$ cat src/rtl/mmu_fault_recorder.sv
module mmu_fault_recorder #(
  parameter int AW        = 64,
  parameter int PAGE_LSB  = 13,
  parameter int CODE_W    = 7,
  parameter int SPACE_W   = 8,
  parameter bit DATA_SIDE = 1'b1
) (
  input  logic                clk,
  input  logic                rst_n,
  input  logic                flt_pulse,
  input  logic                flt_write,
  input  logic [1:0]          flt_ctx_type,
  input  logic                flt_side_eff,
  input  logic [CODE_W-1:0]   flt_code,
  input  logic [SPACE_W-1:0]  flt_space,
  input  logic                flt_miss,
  input  logic [AW-1:0]       flt_addr,
  input  logic [PAGE_LSB-1:0] flt_ctx,
  input  logic [1:0]          reg_sel,
  input  logic                reg_we,
  input  logic [AW-1:0]       reg_wdata,
  output logic [AW-1:0]       reg_rdata
);
  localparam int POS_CT    = 4;
  localparam int POS_CODE  = 7;
  localparam int POS_SPACE = 16;

  logic [AW-1:0] status_q, tag_q, faddr_q, status_next;
  logic sw_status, sw_tag, sw_faddr;

  assign sw_status = reg_we && reg_sel == 2'd0;
  assign sw_tag    = reg_we && reg_sel == 2'd1;
  assign sw_faddr  = reg_we && reg_sel == 2'd2;

  always_comb begin
    status_next = '0;
    status_next[0] = 1'b1;
    status_next[1] = status_q[0];
    status_next[2] = flt_write;
    status_next[POS_CT +: 2] = flt_ctx_type;
    status_next[6] = flt_side_eff;
    status_next[POS_CODE +: CODE_W] = flt_code;
    status_next[POS_SPACE +: SPACE_W] = flt_space;
  end

  always_ff @(posedge clk) begin
    if (!rst_n) begin
      status_q <= '0;
      tag_q    <= '0;
    end else begin
      if (sw_status)      status_q <= reg_wdata;
      else if (flt_pulse) status_q <= status_next;
      if (sw_tag)                     tag_q <= reg_wdata;
      else if (flt_pulse && flt_miss) tag_q <= {flt_addr[AW-1:PAGE_LSB], flt_ctx};
    end
  end

  generate
    if (DATA_SIDE) begin : g_faddr
      always_ff @(posedge clk) begin
        if (!rst_n)         faddr_q <= '0;
        else if (sw_faddr)  faddr_q <= reg_wdata;
        else if (flt_pulse) faddr_q <= flt_addr;
      end
    end else begin : g_no_faddr
      assign faddr_q = '0;
    end
  endgenerate

  always_comb begin
    case (reg_sel)
      2'd0:    reg_rdata = status_q;
      2'd1:    reg_rdata = tag_q;
      2'd2:    reg_rdata = faddr_q;
      default: reg_rdata = '0;
    endcase
  end

  AST_VALID_SET: assert property (@(posedge clk) disable iff (!rst_n)
    flt_pulse && !sw_status |=> status_q[0]) else $error("valid not set");
  AST_OVERFLOW: assert property (@(posedge clk) disable iff (!rst_n)
    flt_pulse && !sw_status && status_q[0] |=> status_q[1]) else $error("overflow lost");
  AST_RESERVED_ZERO: assert property (@(posedge clk) disable iff (!rst_n)
    flt_pulse && !sw_status |=> !status_q[3] && status_q[AW-1:24] == '0) else $error("stray bits");
  AST_TAG_HOLD: assert property (@(posedge clk) disable iff (!rst_n)
    !(flt_pulse && flt_miss) && !sw_tag |=> $stable(tag_q)) else $error("tag moved");
  AST_SW_WINS: assert property (@(posedge clk) disable iff (!rst_n)
    sw_status |=> status_q == $past(reg_wdata)) else $error("sw write lost");
endmodule

$ cat config.mk
export PLATFORM = sky130hd
export DESIGN_NAME = mmu_fault_recorder
export DESIGN_NICKNAME = d
export VERILOG_FILES = /design/src/rtl/mmu_fault_recorder.sv
export SDC_FILE = /design/constraint.sdc
export NUM_CORES = 1
export LEC_CHECK = 0
export BUFFER_PORTS_ARGS = -buffer_cell sky130_fd_sc_hd__buf_4
export CAP_MARGIN = 20
export CORE_MARGIN = 1
export CORE_UTILIZATION = 50
export CTS_CLUSTER_DIAMETER = 50
export DETAILED_ROUTE_END_ITERATION = 12
export GPL_ROUTABILITY_DRIVEN = 0
export PLACE_DENSITY = 0.75
export SETUP_SLACK_MARGIN = 0.4
export SLEW_MARGIN = 5
export SYNTH_ARGS = -nofsm -noshare
export SYNTH_HDL_FRONTEND = slang
export SYNTH_SLANG_ARGS = --single-unit
$ cat constraint.sdc
create_clock -name clk -period 1.25 [get_ports clk]
set_input_delay 0.0625 -clock clk [delete_from_list [all_inputs] [get_ports clk]]
set_output_delay 0.0625 -clock clk [all_outputs]
set_load 0.05 [all_outputs]
==> out/results.ini <==
[logic_synthesis]
synth_flop_cell = sky130_fd_sc_hd__dfxtp_1
number_of_library_cell_types_mapped_by_synthesis = 22
synth_seq_cells = 192
async_set_or_reset_register_ratio_after_synthesis_pct = 0
ys_warnings = 0
postSynthCellCount = 1084
synth_enable_flop_cells = 0
avgSynthCellArea_sq_um = 9.332
yosysSeqAreaShare_pct = 38.00
synth_net_count = 1251
synth_area_sq_um = 10120

[floorplanning]
chipHeight_microns = 144.2
core_sq_um = 19650
initial_utilization_pct = 51.47
core.rowCount = 51
dieArea_sq_um = 20810
floorplan.io_pins = 231
die_w_microns = 144.2

[clock_network]
clock_sinks = 192
ctsLongestPathBuffers = 2
worstSkewPairLatency_ps = 430
cts_buffers = 17
postCtsHoldBufs = 133
clock_tree_from_tritoncts = built
h-tree-depth = 4
clkTransAtPathRegs_ps = 70
cts_root_buffer = sky130_fd_sc_hd__clkbuf_16

[place]
portBuffers = 230
dp_cells = 1519
worst_slack_placed_ps = -10.90
detailed_place_hpwl_microns = 18690
placedInstanceArea_sq_um = 13010

[timing]
timing.max_slew.rel_slack_pct = 62.93
timing.final.max_slew_violations = 0
final.setup.worst_slack_ps = -85.12
hold_ws_ps = -41.66
fin_worst_skew_ps = 0.2779
setup_viol_count_final = 32
min_period_ps = 1335
fmax_mhz = 749.0
final-hold-violation-count = 18
tightest_slew_ps = 556.0
final.period_utilization_pct = 106.8
setup_repair_after_global_routing_missed_its_margin = yes

[pwr]
power_per_cell_area_nw_per_um2 = 1020
max-vdd-ir-drop_v = 0.0009139
leak_uw = 0.008159

[layout]
layout_commonest_cell = sky130_fd_sc_hd__buf_4
layout-area-overhead-vs-synth_pct = 60.35
area_taken_by_flip_flops_and_latches_sq_um = 4010
fin_nets = 1596
fillCellCount = 1119
highest_count_cells_in_the_layout_ignoring_fill_and_taps = sky130_fd_sc_hd__buf_4, sky130_fd_sc_hd__nand2_1, sky130_fd_sc_hd__o211a_1, sky130_fd_sc_hd__dlygate4sd3_1, sky130_fd_sc_hd__dfxtp_2
stdcell_count = 1709
design_area_sq_um = 16220
total_area_of_multi_input_combinational_cells_sq_um = 6953
post_route_cells_drive_above_1_share_pct = 41.47

[grt]
antenna_found_initial = 2
number_of_global_route_vias_before_repair = 10030
grt_pass1_wl_microns = 51370
global_route.usage.total_pct = 31.88
grt.met3_usage_pct = 6.026
grt_busiest_layer = met2
use_met2_pct = 54.61
pin_count_of_the_biggest_net_entering_global_routing = 71
grt.overflow.total = 0
grt_util_met1_pct = 39.41

[run_status]
status = finished with violations
violations = negative hold slack, negative setup slack

[setup_path]
critical_path_peak_fanout = 2
worst_path_max_delay_cell = sky130_fd_sc_hd__dfxtp_2
crit_path_start_kind = flip-flop
critical-path-max-stage-delay_ps = 340
timing.critical_path.to_type = primary output
worstPathArrival_ps = 1270
path_cells = mux2i_1, o21ai_1, buf_6
critPathKind = flip-flop to primary output
worstPathRequired_ps = 1190

[detailed_routing]
drc_errors = 0
routed_wl_microns = 35080
drt_iter0_markers = 632
drt.antenna.violating_nets = 0
avgViaCountPerCell = 5.981
wl_per_cell_microns = 20.53
first_pass_drt_iterations = 5
num_vias = 10220

[worst_hold_path]
min_path_type = input port to flip-flop

[flow_run]
maxCapViolations = 0

[cell usage after synthesis (5+ instances only)]
master                       n  area, sq um
sky130_fd_sc_hd__a211o_1    64        560.5
sky130_fd_sc_hd__a21boi_0   11        82.58
sky130_fd_sc_hd__a21boi_1   32        240.2
sky130_fd_sc_hd__and3_1     64        400.4
sky130_fd_sc_hd__buf_2      48        240.2
sky130_fd_sc_hd__buf_4      13        97.59
sky130_fd_sc_hd__buf_6       5        56.30
sky130_fd_sc_hd__clkbuf_1   51        191.4
sky130_fd_sc_hd__dfxtp_1   192         3844
sky130_fd_sc_hd__mux2i_1   148         1481
sky130_fd_sc_hd__nand2_1   192        720.7
sky130_fd_sc_hd__nand3b_1   44        330.3
sky130_fd_sc_hd__o211a_1   148         1481
sky130_fd_sc_hd__o21ai_0    64        320.3
[registers in the layout, summed over array words and instances (netlist names)]
| signal | cells |
|---|---|
| status_q | 64 |
| faddr_q | 64 |
| tag_q | 64 |
[critical path: cells and delay by family, from the launching register on]
kind,cells,cell delay (ps)
muxes,1,90
AOI/OAI and AO/OA,1,210
buffers and inverters,1,190
DFF,1,340
[layer usage]
metal  part of all wire [%]  up-vias  wire length, microns
li1                       -     4674                     -
met5                      0        -                     0
met4                    2.6        0                   929
met2                     49      501                 17290
met1                     41     4962                 14260
met3                    7.4       85                  2594
[per-stage QoR]
| stage | total power (uW) | TNS, ps | util (%) | hold slack (ps) |
|---|---|---|---|---|
| floorplan | 9186 | -2309 | - | 201.7 |
| global placement | 10310 | 0 | 66.19 | 323.1 |
| detailed placement | 10360 | -26.36 | 66.19 | 328.3 |
| CTS | 16220 | -1044 | 79.89 | -51.79 |
| global route | 17100 | -2092 | 82.53 | -44.61 |
| finish | 16550 | -623.3 | 82.53 | -41.66 |
[cell families (layout without fill, tap and decap cells)]
group	count (synthesis)	after routing	share of synthesized area, %
AO/OA/AOI/OAI	319	319	26.54
buffers and inverters	117	475	5.788
flip-flops	192	192	38.00
multiplexers	148	148	14.64
other	0	2	0
AND/OR/NAND/NOR	308	308	15.03
[path summary, 6_finish.rpt]
check / start / to / slack (ps) / cells after the start
max: faddr_q[10] / reg_rdata[10] / -90 / 3
max reg2reg: faddr_q[9] / faddr_q[9] / 340 / 4
min: rst_n / faddr_q[52] / -40 / 2
min reg2reg: status_q[55] / status_q[55] / 490 / 2
[power breakdown]
| part | leakage [uW] | internal [uW] | switching, uW | total (uW) |
|---|---|---|---|---|
| registers | 0.00163 | 6560 | 309 | 6870 |
| logic | 0.00626 | 2220 | 2170 | 4390 |
| clock network | 0.000267 | 2810 | 2480 | 5280 |
| total | 0.00816 | 11600 | 4960 | 16500 |
[cell type report]
class                      instances  area share (%)
multi-input combinational        775           42.86
timing repair buffer             443           26.92
sequential                       192           24.72
clock buffer                      20           2.754
tap                              265           2.044
clock inverter                    12          0.6634
antenna                            2         0.03085
[repair_timing]
action                                 CTS  global route
setup endpoints to repair               64           107
cloned                                   0             4
setup buffers                           10             9
endpoints found under the hold margin  192            17
gates resized for setup                241            88
pin swaps                               24            34
Power figures use the tool's default switching activity.
